**src/rtl/raster_timing_gen.sv**
```systemverilog
module raster_timing_gen #(
  parameter int H_TOTAL  = 1171,
  parameter int H_SYNC   = 1,
  parameter int H_BACK   = 152,
  parameter int H_ACTIVE = 960,
  parameter int V_TOTAL  = 262,
  parameter int V_SYNC   = 1,
  parameter int V_BACK   = 14,
  parameter int V_ACTIVE = 240
) (
  input  logic       clk,
  input  logic       rst_n,
  input  logic [1:0] pat_sel,
  output logic       panel_clk,
  output logic       hsync,
  output logic       vsync,
  output logic       de,
  output logic [7:0] pix_data,
  output logic       frame_start
);
  localparam int HW = $clog2(H_TOTAL + 1);
  localparam int VW = $clog2(V_TOTAL + 1);
  localparam logic [HW-1:0] H_LAST = HW'(H_TOTAL - 1);
  localparam logic [VW-1:0] V_LAST = VW'(V_TOTAL - 1);
  localparam logic [HW-1:0] H_SYNC_END = HW'(H_SYNC);
  localparam logic [VW-1:0] V_SYNC_END = VW'(V_SYNC);
  localparam logic [HW-1:0] H_ACT_LO = HW'(H_BACK);
  localparam logic [HW-1:0] H_ACT_HI = HW'(H_BACK + H_ACTIVE);
  localparam logic [VW-1:0] V_ACT_LO = VW'(V_BACK);
  localparam logic [VW-1:0] V_ACT_HI = VW'(V_BACK + V_ACTIVE);

  logic [HW-1:0] hcnt;
  logic [VW-1:0] vcnt;
  logic [1:0]    phase;

  wire h_last = (hcnt == H_LAST);
  wire v_last = (vcnt == V_LAST);
  wire h_act  = (hcnt >= H_ACT_LO) && (hcnt < H_ACT_HI);
  wire v_act  = (vcnt >= V_ACT_LO) && (vcnt < V_ACT_HI);

  assign panel_clk = ~clk;
  assign pix_data  = (pat_sel != 2'd3 && phase == pat_sel) ? 8'h7F : 8'h00;

  always_ff @(posedge clk) begin
    if (!rst_n) begin
      hcnt        <= '0;
      vcnt        <= '0;
      phase       <= 2'd3;
      hsync       <= 1'b0;
      vsync       <= 1'b0;
      de          <= 1'b0;
      frame_start <= 1'b0;
    end else begin
      hcnt <= h_last ? '0 : hcnt + HW'(1);
      if (h_last)
        vcnt <= v_last ? '0 : vcnt + VW'(1);
      hsync       <= (hcnt >= H_SYNC_END);
      vsync       <= (vcnt >= V_SYNC_END);
      de          <= h_act && v_act;
      frame_start <= (hcnt == '0) && (vcnt == '0);
      if (h_act)
        phase <= (phase == 2'd2) ? 2'd0 : phase + 2'd1;
      else
        phase <= 2'd3;
    end
  end
endmodule


```
**config.mk**
```make
export PLATFORM = sky130hd
export DESIGN_NAME = raster_timing_gen
export DESIGN_NICKNAME = d
export VERILOG_FILES = /design/src/rtl/raster_timing_gen.sv
export SDC_FILE = /design/constraint.sdc
export NUM_CORES = 1
export LEC_CHECK = 0
export CORE_MARGIN = 5
export CORE_UTILIZATION = 54
export DETAILED_ROUTE_END_ITERATION = 12
export PLACE_DENSITY = 0.88
export SLEW_MARGIN = 20
export SYNTH_ARGS = -nofsm -noshare
export SYNTH_HDL_FRONTEND = slang
export SYNTH_SLANG_ARGS = --single-unit
```
**constraint.sdc**
```tcl
create_clock -name clk -period 2.3 [get_ports clk]
set_input_delay 0.345 -clock clk [delete_from_list [all_inputs] [get_ports clk]]
set_output_delay 0.345 -clock clk [all_outputs]
set_load 0.02 [all_outputs]
```
==> flow_summary.yaml <==
status:
  status: "finished, final reports clean"
yosys:
  syn_area_sq_um: 1420
  synth_flop_cell: "dfxtp_1"
  async_reset_ff_share_pct: 0
  ys_seq_elements: 26
  yosysSeqAreaShare_pct: 36.6
  syn_area_per_cell_sq_um: 8.23
  yosys.area.top_type_share_pct: 36.6
  netlist_instances: 173
  yosysTopAreaCell: "dfxtp_1"
  synth.distinct_cells: 38
  synth_area_leaders: "dfxtp_1 (37%), ha_1 (7.0%), buf_4 (3.7%), nor2_1 (3.7%), xor2_1 (3.7%)"
  synth_edf_count: 0
  synth_fp_nets: 185
  ys_warn_count: 0
die:
  dieArea_sq_um: 3760
  die_x_um: 61.4
  start_util_pct: 57.0
  dieHeight_um: 61.4
  ios: 17
  std_cell_rows: 18
  core_sq_um: 2500
place:
  port_buffers: 15
  dp_cells: 203
  dp_hpwl_mm: 2.05
  gp_routability_congestion: 0.831
  pre_cts_ws_ns: 0.00832
critical_path:
  crit_arrival_ns: 1.84
  r2r_slack_ns: 0.45
  r2r_cells: 4
  crit_path_end_kind: "primary output"
  r2r_start: "hcnt[3]"
  critPathLaunchType: "clock port"
  setup.worst_path.start: "clk"
  worstReg2RegEnd: "vcnt[7]"
  crit_fanout: 14
  required_ns: 1.96
  endpoint: "panel_clk"
  path_class: "clock port to primary output"
grt:
  grt.total_usage_pct: 16.9
  grt_pass1_vias: 1147
  grt_max_degree: 15
  overflow: 0
  antenna_found_initial: 0
  grt_pass1_wl_mm: 4.85
routing:
  firstDrtPassIters: 4
  wl_per_cell_um: 13.9
  drt.antenna.violating_nets: 0
  drc: 0
  vias: 1224
  routed_wirelength_mm: 2.88
  viasPerCell: 5.91
  drt_iter0_markers: 28
clock_tree:
  cts_root_buf: "clkbuf_4"
  cts_buffers: 3
  cts_hold_buf: 0
  path_clk_slew_ns: 0.14
  clk-insertion-delay-late_ns: 0.32
  cts_tree: "yes"
  htree_num_levels: 1
  cts_buffer_depth: 2
  postCtsSetupBuffers: 0
power_and_ir_drop:
  ir_drop_mv: 0.472
  power.total_mw: 0.772
  p_leak_nw: 0.675
  powerDensity_nw_per_um2: 492
sta:
  skew_ns: 0.00295
  setup_tns_ns: 0
  setup-violations-final: 0
  setup_ws_ns: 0.110
  rsz0062_at_grt: "no"
  drv_slew: 0
  hold_viol: 0
layout:
  final_nets: 190
  area_delta_synth_final_pct: 10.2
  stdcell_count: 207
  n_antenna_cell: 0
  drive_above_1_share_pct: 9.04
flow_run:
  cap_violations: 0
min_path:
  hold_class: "register to register"
[through the flow]
step	hold WS (ns)	cell area, sq um	utilization, %
floorplan	0.422	1420	-
global placement	0.474	1530	61.4
detailed placement	0.490	1530	61.4
CTS	0.522	1560	62.3
global route	0.541	1570	62.8
finish	0.513	1570	62.8
[kinds of logic after synthesis]
group,Yosys count,share of synthesized area [%]
flip-flops,26,36.6
adder cells (fa/ha/maj),8,7.03
XOR/XNOR,10,6.15
AND/OR/NAND/NOR,73,28.7
buffers and inverters,28,9.67
AO/OA/AOI/OAI,27,11.6
other,1,0.263
[worst min-delay path by stage]
| stage | from | endpoint | slack (ns) | cells past startpoint |
|---|---|---|---|---|
| global placement | phase[0] | phase[0] | 0.47 | 1 |
| floorplan | clk | panel_clk | 0.42 | 1 |
| CTS | phase[0] | phase[0] | 0.52 | 1 |
| global route | phase[0] | phase[0] | 0.54 | 1 |
| finish | phase[0] | phase[0] | 0.51 | 1 |
| detailed placement | phase[0] | phase[0] | 0.49 | 1 |
[where the power goes]
part	switching, mW	internal [mW]	total (mW)	leakage (nW)
Combinational	0.0298	0.0232	0.0530	0.435
Sequential	0.00871	0.459	0.468	0.211
Clock	0.168	0.0826	0.251	0.0297
Total	0.207	0.565	0.772	0.675
[final cells by class]
type | count | area [sq um]
clock buffer | 4 | 31.3
clock inverter | 2 | 7.51
fill | 216 | 931
inverter | 9 | 33.8
multi-input combinational | 119 | 766
sequential | 26 | 520
tap | 30 | 37.5
timing repair buffer | 17 | 173
[cell usage in the layout, fill, tap and decap left out, types with 2 or more instances in the layout]
| cell | n |
|---|---|
| or3_1 | 4 |
| nor3_1 | 4 |
| dlymetal6s2s_1 | 5 |
| dlygate4sd2_1 | 3 |
| o22ai_1 | 5 |
| buf_4 | 3 |
| xor2_1 | 6 |
| nand3_1 | 9 |
| nor2_1 | 14 |
| ha_1 | 8 |
| clkdlybuf4s50_1 | 7 |
| nor4_1 | 3 |
| o31ai_1 | 4 |
| o21ai_0 | 4 |
| or2_2 | 3 |
| nand2_1 | 13 |
| dfxtp_1 | 26 |
| and3_1 | 2 |
| a21oi_1 | 10 |
| clkbuf_4 | 3 |
| inv_1 | 11 |
| nand4_1 | 8 |
| nand4b_1 | 2 |
| or4_4 | 2 |
| xnor2_1 | 4 |
[critical path, stage by stage]
cell,delay [ns]
clkbuf_4,0.12
clkbuf_4,0.19
inv_1,0.06
dlygate4sd2_1,0.32
[Yosys cell counts, drive strengths merged (2+ instances only)]
| cell type | number |
|---|---|
| a21oi | 10 |
| and3 | 3 |
| buf | 11 |
| clkbuf | 7 |
| dfxtp | 26 |
| ha | 8 |
| inv | 10 |
| nand2 | 13 |
| nand3 | 9 |
| nand4 | 8 |
| nand4b | 2 |
| nor2 | 14 |
| nor3 | 4 |
| nor4 | 3 |
| o21ai | 4 |
| o22ai | 5 |
| o31ai | 4 |
| or2 | 3 |
| or3 | 5 |
| or4 | 3 |
| xnor2 | 4 |
| xor2 | 6 |
[what timing repair did]
action                     4_1_cts  5_1_grt
setup endpoints to repair        4        5
hold endpoints to repair         0        0
resized for setup                3        5
[per-layer routing]
metal  track usage, %  wire length (um)  part of all wire [%]  vias to the layer above
li1                 -                 -                     -                      607
met1             20.3              1260                    44                      576
met2             29.3              1410                    49                       35
met3             2.73               156                   5.4                        6
met4             7.88                44                   1.5                        0
met5                0                 0                     0                        -
[registers in the layout, summed over array words and instances, names as in the netlist]
register	cells
hcnt	11
vcnt	9
phase	2
de	1
frame_start	1
hsync	1
vsync	1
Note: power is estimated with default switching activity, not from simulation.
